## src/rtl/rxif_pkg.sv

```systemverilog
package rxif_pkg;

    typedef enum logic {
        MODE_NIBBLE = 1'b0,
        MODE_SERIAL = 1'b1
    } rxif_mode_e;

    typedef struct packed {
        logic [3:0] data;
        logic       valid;
    } rxif_slot_t;

    localparam int LEFT_W = 4;

    function automatic logic [LEFT_W-1:0] slots_per_byte(input rxif_mode_e m);
        return (m == MODE_SERIAL) ? 4'd8 : 4'd2;
    endfunction

    function automatic logic [7:0] shift_out(input logic [7:0] b, input rxif_mode_e m);
        return (m == MODE_SERIAL) ? (b >> 1) : (b >> 4);
    endfunction

    function automatic rxif_slot_t make_slot(input logic [7:0] b, input rxif_mode_e m,
                                             input logic show);
        rxif_slot_t s;
        s.valid = show;
        if (!show)
            s.data = 4'b0000;
        else if (m == MODE_SERIAL)
            s.data = {3'b000, b[0]};
        else
            s.data = b[3:0];
        return s;
    endfunction

endpackage

```

## src/rtl/rxif_clkgen.sv

```systemverilog
module rxif_clkgen #(
    parameter int HALF_PER = 4
) (
    input  logic clk,
    input  logic rst,
    output logic upd_o,
    output logic rxclk_o
);
    localparam int FULL = 2 * HALF_PER;
    localparam int CW   = (FULL > 2) ? $clog2(FULL) : 1;
    localparam logic [CW-1:0] LAST = CW'(FULL - 1);
    localparam logic [CW-1:0] MID  = CW'(HALF_PER);

    logic [CW-1:0] cnt_q;

    always_ff @(posedge clk) begin
        if (rst)
            cnt_q <= '0;
        else if (cnt_q == LAST)
            cnt_q <= '0;
        else
            cnt_q <= cnt_q + 1'b1;
    end

    assign upd_o   = (cnt_q == LAST);
    assign rxclk_o = (cnt_q >= MID);
endmodule

```

## src/rtl/rxif_line_status.sv

```systemverilog
module rxif_line_status (
    input  logic clk,
    input  logic rst,
    input  logic tx_active_i,
    input  logic rx_active_i,
    input  logic col_det_i,
    output logic crs_o,
    output logic col_o
);
    always_ff @(posedge clk) begin
        if (rst) begin
            crs_o <= 1'b0;
            col_o <= 1'b0;
        end else begin
            crs_o <= tx_active_i | rx_active_i;
            col_o <= col_det_i;
        end
    end
endmodule

```

## src/rtl/rxif_slot_engine.sv

```systemverilog
module rxif_slot_engine
    import rxif_pkg::*;
(
    input  logic       clk,
    input  logic       rst,
    input  rxif_mode_e mode_i,
    input  logic       upd_i,
    input  logic       in_valid_i,
    input  logic [7:0] in_byte_i,
    input  logic       in_sof_i,
    input  logic       in_eos_i,
    output logic       in_ready_o,
    output rxif_slot_t slot_o
);
    logic [7:0]        sh_q;
    logic [LEFT_W-1:0] left_q;
    logic              show_q;
    logic              frame_q;
    logic              show_new;
    logic              frame_new;

    assign in_ready_o = upd_i && (left_q == '0);
    assign show_new   = !in_eos_i && (in_sof_i || frame_q);
    assign frame_new  = in_eos_i ? 1'b0 : (in_sof_i ? 1'b1 : frame_q);

    always_ff @(posedge clk) begin
        if (rst) begin
            sh_q    <= '0;
            left_q  <= '0;
            show_q  <= 1'b0;
            frame_q <= 1'b0;
            slot_o  <= '0;
        end else if (upd_i) begin
            if (left_q != '0) begin
                slot_o <= make_slot(sh_q, mode_i, show_q);
                sh_q   <= shift_out(sh_q, mode_i);
                left_q <= LEFT_W'(left_q - 1'b1);
            end else if (in_valid_i) begin
                slot_o  <= make_slot(in_byte_i, mode_i, show_new);
                sh_q    <= shift_out(in_byte_i, mode_i);
                left_q  <= LEFT_W'(slots_per_byte(mode_i) - 1'b1);
                show_q  <= show_new;
                frame_q <= frame_new;
            end else begin
                slot_o <= '0;
            end
        end
    end
endmodule

```

## src/rtl/rxif_rx_port.sv

```systemverilog
module rxif_rx_port
    import rxif_pkg::*;
#(
    parameter int HALF_PER = 4
) (
    input  logic       clk,
    input  logic       rst,
    input  logic       mode_sel_i,
    input  logic       in_valid_i,
    input  logic [7:0] in_byte_i,
    input  logic       in_sof_i,
    input  logic       in_eos_i,
    output logic       in_ready_o,
    input  logic       tx_active_i,
    input  logic       rx_active_i,
    input  logic       col_det_i,
    input  logic       spi_so_i,
    output logic [3:0] rxd_o,
    output logic       rx_clk_o,
    output logic       rx_dv_o,
    output logic       crs_o,
    output logic       col_o
);
    rxif_mode_e mode_q;
    logic       upd;
    rxif_slot_t slot;

    always_ff @(posedge clk) begin
        if (rst)
            mode_q <= rxif_mode_e'(mode_sel_i);
    end

    rxif_clkgen #(.HALF_PER(HALF_PER)) u_clk (
        .clk     (clk),
        .rst     (rst),
        .upd_o   (upd),
        .rxclk_o (rx_clk_o)
    );

    rxif_slot_engine u_eng (
        .clk        (clk),
        .rst        (rst),
        .mode_i     (mode_q),
        .upd_i      (upd),
        .in_valid_i (in_valid_i),
        .in_byte_i  (in_byte_i),
        .in_sof_i   (in_sof_i),
        .in_eos_i   (in_eos_i),
        .in_ready_o (in_ready_o),
        .slot_o     (slot)
    );

    rxif_line_status u_stat (
        .clk         (clk),
        .rst         (rst),
        .tx_active_i (tx_active_i),
        .rx_active_i (rx_active_i),
        .col_det_i   (col_det_i),
        .crs_o       (crs_o),
        .col_o       (col_o)
    );

    assign rxd_o   = slot.data;
    assign rx_dv_o = (mode_q == MODE_SERIAL) ? spi_so_i : slot.valid;
endmodule

```

## config.mk

```make
export PLATFORM = sky130hd
export DESIGN_NAME = rxif_rx_port
export DESIGN_NICKNAME = d
export VERILOG_FILES = /design/src/rtl/rxif_pkg.sv /design/src/rtl/rxif_clkgen.sv /design/src/rtl/rxif_line_status.sv /design/src/rtl/rxif_slot_engine.sv /design/src/rtl/rxif_rx_port.sv
export SDC_FILE = /design/constraint.sdc
export NUM_CORES = 1
export LEC_CHECK = 0
export BUFFER_PORTS_ARGS = -buffer_cell sky130_fd_sc_hd__buf_2
export CAP_MARGIN = 20
export CORE_UTILIZATION = 34
export CTS_CLUSTER_DIAMETER = 60
export DETAILED_ROUTE_END_ITERATION = 16
export PLACE_DENSITY_LB_ADDON = 0.3
export SYNTH_ARGS = -nofsm -noshare
export SYNTH_HDL_FRONTEND = slang
export SYNTH_SLANG_ARGS = --single-unit
export TNS_END_PERCENT = 20
```

## constraint.sdc

```tcl
create_clock -name clk -period 2.15 [get_ports clk]
set_input_delay 0.43 -clock clk [delete_from_list [all_inputs] [get_ports clk]]
set_output_delay 0.43 -clock clk [all_outputs]
set_load 0.01 [all_outputs]
```

==> run_summary.xml <==
<?xml version="1.0" encoding="UTF-8"?>
<metrics>
  <group name="synthesis">
    <metric name="postSynthAreaPerCell" unit="µm²">10.2</metric>
    <metric name="yosys_warn_count" unit="">0</metric>
    <metric name="synth-edff-count" unit="">1</metric>
    <metric name="synthesis.instances" unit="">117</metric>
    <metric name="post_synth_top_area_cell" unit="">sky130_fd_sc_hd__dfxtp_1</metric>
    <metric name="synth_seq_area_share" unit="%">41.2</metric>
    <metric name="top_area_cell_type_share_of_the_netlist_area" unit="%">38.7</metric>
    <metric name="ranking_of_synthesized_cells_by_instance_count" unit="">sky130_fd_sc_hd__dfxtp_1 (23), sky130_fd_sc_hd__nor2_1 (12), sky130_fd_sc_hd__nand2_1 (10), sky130_fd_sc_hd__a21oi_1 (8)</metric>
    <metric name="number_of_distinct_library_cells_after_synthesis" unit="">39</metric>
    <metric name="synth_nets" unit="">139</metric>
    <metric name="synth-seq-cells" unit="">24</metric>
    <metric name="ys.flop_type" unit="">sky130_fd_sc_hd__dfxtp_1</metric>
    <metric name="netlist_area" unit="µm²">1190</metric>
    <metric name="fraction_of_registers_with_async_set_or_reset_after_synthesis" unit="%">0</metric>
    <metric name="post-synth-top-count-cell" unit="">sky130_fd_sc_hd__dfxtp_1</metric>
    <metric name="synth_area_leaders" unit="">sky130_fd_sc_hd__dfxtp_1 (39%), sky130_fd_sc_hd__mux4_1 (6.6%), sky130_fd_sc_hd__ha_1 (4.2%), sky130_fd_sc_hd__mux2_2 (3.8%), sky130_fd_sc_hd__nor2_1 (3.8%)</metric>
  </group>
  <group name="grt">
    <metric name="grt_pass1_wl" unit="mm">3.82</metric>
    <metric name="grt_antenna_before_repair" unit="">0</metric>
    <metric name="grt-ovfl-total" unit="">0</metric>
    <metric name="grtUsageTotal" unit="%">14.4</metric>
    <metric name="grt_pass1_vias" unit="">851</metric>
    <metric name="grt_max_degree" unit="">22</metric>
  </group>
  <group name="finish">
    <metric name="nFillCells" unit="">325</metric>
    <metric name="final-seq-area" unit="µm²">490</metric>
    <metric name="antennaDiodeCount" unit="">0</metric>
    <metric name="design.final.nets" unit="">162</metric>
    <metric name="multiInputGateArea" unit="µm²">626</metric>
    <metric name="area_delta_synth_final" unit="%">16.4</metric>
    <metric name="drive_gt1_share" unit="%">33.8</metric>
  </group>
  <group name="clocking">
    <metric name="clkLatencyLatePin" unit="ps">320</metric>
    <metric name="postCtsSetupRepairBufs" unit="">0</metric>
    <metric name="numClockSinks" unit="">24</metric>
    <metric name="tritoncts" unit="">yes</metric>
    <metric name="cts_htree_levels" unit="">1</metric>
    <metric name="worst_setup_hold_path_clk_slew" unit="ps">140</metric>
    <metric name="clock_tree.root_cell" unit="">sky130_fd_sc_hd__clkbuf_4</metric>
    <metric name="cts-buffers-inserted" unit="">3</metric>
    <metric name="postCtsHoldBufs" unit="">0</metric>
    <metric name="clock_tree.buffer_depth" unit="">2</metric>
  </group>
  <group name="timing">
    <metric name="fin_worst_skew" unit="ps">7.21</metric>
    <metric name="hold-worst-slack" unit="ps">269</metric>
    <metric name="period_share" unit="%">92.8</metric>
    <metric name="timing.slew.headroom" unit="%">69.5</metric>
    <metric name="clock.fmax" unit="MHz">501</metric>
    <metric name="rsz0062_at_grt" unit="">false</metric>
    <metric name="timing.final.hold_violations" unit="">0</metric>
    <metric name="worst_pin_slew" unit="ps">458</metric>
    <metric name="setup_total_negative_slack" unit="ps">0</metric>
    <metric name="timing_max_transition_violations_final" unit="">0</metric>
    <metric name="setup-violations-final" unit="">0</metric>
    <metric name="period_minus_slack" unit="ps">1990</metric>
  </group>
  <group name="route">
    <metric name="detail_route.vias_per_cell" unit="">5.12</metric>
    <metric name="drt_first_pass_iters" unit="">4</metric>
    <metric name="postRouteWirelength" unit="mm">2.47</metric>
    <metric name="num_vias" unit="">947</metric>
    <metric name="drt.antenna.violating_nets" unit="">0</metric>
    <metric name="wl_per_cell" unit="µm">13.3</metric>
    <metric name="post-route-drc-count" unit="">0</metric>
    <metric name="drt-initial-drc-count" unit="">23</metric>
  </group>
  <group name="power_and_ir_drop">
    <metric name="comb_power_share" unit="%">8.5</metric>
    <metric name="peakVddDrop" unit="mV">0.398</metric>
    <metric name="p_int" unit="W">0.000683</metric>
    <metric name="power.clock.fraction" unit="%">38.0</metric>
    <metric name="switching_share" unit="%">21.5</metric>
    <metric name="p_per_area" unit="nW/µm²">627</metric>
    <metric name="design_power_total" unit="W">0.000869</metric>
    <metric name="cellLeakagePower" unit="nW">0.593</metric>
    <metric name="pwr-share-seq" unit="%">53.5</metric>
    <metric name="power.switching" unit="W">0.000187</metric>
  </group>
  <group name="flow_run">
    <metric name="maxCapViolations" unit="">0</metric>
  </group>
  <group name="die">
    <metric name="floorplan.core_area" unit="µm²">3340</metric>
    <metric name="die_w" unit="µm">61.2</metric>
    <metric name="num_io_pins" unit="">27</metric>
    <metric name="initial_utilization" unit="%">35.7</metric>
    <metric name="floorplan.die_area" unit="µm²">3740</metric>
    <metric name="fp.dieH" unit="µm">61.2</metric>
    <metric name="placementRows" unit="">21</metric>
  </group>
  <group name="setup_path">
    <metric name="critical_path.startpoint_type" unit="">flip-flop</metric>
    <metric name="critical_path.top_delay_family" unit="">simple AND/OR/NAND/NOR gates</metric>
    <metric name="max_stage_delay_on_crit_path" unit="ps">480</metric>
    <metric name="worst-endpoint-required" unit="ps">1720</metric>
    <metric name="r2r-start" unit="">u_clk.cnt_q[0]$_SDFF_PP0_</metric>
    <metric name="worst-path-buf-inv" unit="">1</metric>
    <metric name="critical_path_depth" unit="">3</metric>
    <metric name="worstRegToRegCells" unit="">5</metric>
    <metric name="cp_cell_sequence" unit="">nor4_4 -&gt; and2_2 -&gt; buf_2</metric>
    <metric name="critical_path_class" unit="">reg2out</metric>
    <metric name="timing.rr.end" unit="">u_eng.left_q[2]$_SDFFE_PP0P_</metric>
    <metric name="timing.critical_path.to" unit="">in_ready_o</metric>
    <metric name="regToRegSetupSlack" unit="ps">420</metric>
    <metric name="largest_fanout_on_the_critical_path" unit="">8</metric>
    <metric name="crit_slowest_cell" unit="">sky130_fd_sc_hd__nor4_4</metric>
    <metric name="critical_path.endpoint_type" unit="">primary output</metric>
    <metric name="startpoint" unit="">u_eng.left_q[3]$_SDFFE_PP0P_</metric>
    <metric name="timing.critical_path.arrival" unit="ps">1560</metric>
  </group>
  <group name="place">
    <metric name="gp_congestion" unit="">0.782</metric>
    <metric name="hpwl" unit="mm">1.88</metric>
    <metric name="portBuffers" unit="">26</metric>
  </group>
  <group name="outcome">
    <metric name="run_status" unit="">complete, no violations</metric>
  </group>
  <group name="worst_hold_path">
    <metric name="worst_hold_path_type" unit="">in2reg</metric>
  </group>
</metrics>
cells in the final DEF (no fill, tap or decap), drive strengths merged, types with 4 or more instances in the layout:
cell    instances
nor2           12
a21oi           9
mux2            4
inv             4
buf            28
ha              4
dfxtp          23
nand2          10
a211oi          4
sequential cells by signal (all words and copies together), names as in the netlist:
signal,cells
u_clk.cnt_q,3
u_eng.show_q,1
u_eng.left_q,4
u_eng.sh_q,7
u_stat.col_o,1
u_eng.frame_q,1
u_stat.crs_o,1
mode_q,1
u_eng.slot_o,5
worst min path at each step:
stage,to,slack [ps],cells past startpoint,startpoint
6_report,mode_q$_DFFE_PP_,270,1,mode_sel_i
5_1_grt,mode_q$_DFFE_PP_,240,1,mode_sel_i
4_1_cts,mode_q$_DFFE_PP_,250,1,mode_sel_i
3_5_place_dp,u_eng.sh_q[0]$_SDFFE_PP0P_,450,2,u_eng.sh_q[0]$_SDFFE_PP0P_
3_3_place_gp,u_clk.cnt_q[0]$_SDFF_PP0_,450,1,u_clk.cnt_q[0]$_SDFF_PP0_
2_1_floorplan,u_clk.cnt_q[0]$_SDFF_PP0_,430,1,u_clk.cnt_q[0]$_SDFF_PP0_
area by class of cell:
class / count / area share [%]
flip-flops and latches: 24 / 35.4
repair buffers: 28 / 10.5
well taps: 46 / 4.15
inverters: 4 / 1.08
clock buffers: 3 / 1.62
multi-input cells: 79 / 45.1
clock inverters: 1 / 2.17
through the flow:
step / utilization, % / setup slack [ps] / instances / area (µm²)
after floorplan: - / 641 / 117 / 1190
after global placement: 39.9 / 412 / 181 / 1330
after detailed placement: 39.9 / 368 / 181 / 1330
after CTS: 41.5 / 23.5 / 185 / 1380
after global routing: 41.5 / 32.4 / 185 / 1390
final: 41.5 / 156 / 185 / 1390
cell families (layout without fill, tap and decap cells):
group | after synthesis | count (layout) | share of synthesized area (%)
flops | 24 | 24 | 41.2
simple gates | 39 | 39 | 18.1
compound gates | 27 | 27 | 18.1
fa+ha+maj | 4 | 4 | 4.20
mux | 8 | 8 | 11.2
xor+xnor | 1 | 1 | 0.735
buf+inv | 14 | 36 | 6.51
repair_timing:
| item | CTS | global route |
|---|---|---|
| setup endpoints to repair | 0 | 1 |
| resized for setup | 0 | 1 |
| endpoints found under the hold margin | 0 | 0 |
layer usage:
layer  share of wire [%]  vias up  global-route usage [%]  wire length, µm
met4                0.89        0                    6.49               22
met5                   0        -                       0                0
met3                 5.0        2                    4.62              124
met1                  48      454                    17.7             1170
li1                    -      464                       -                -
met2                  46       27                    23.1             1150
power groups by stage:
stage | clock network [W] | logic [W] | registers (W)
after floorplan | 0 | 0.0000421 | 0.000474
after global placement | 0 | 0.0000717 | 0.000475
after detailed placement | 0 | 0.0000743 | 0.000475
after CTS | 0.000346 | 0.0000746 | 0.000465
after global routing | 0.000363 | 0.0000826 | 0.000467
final | 0.000330 | 0.0000741 | 0.000465
Note: power is estimated with default switching activity, not from simulation.
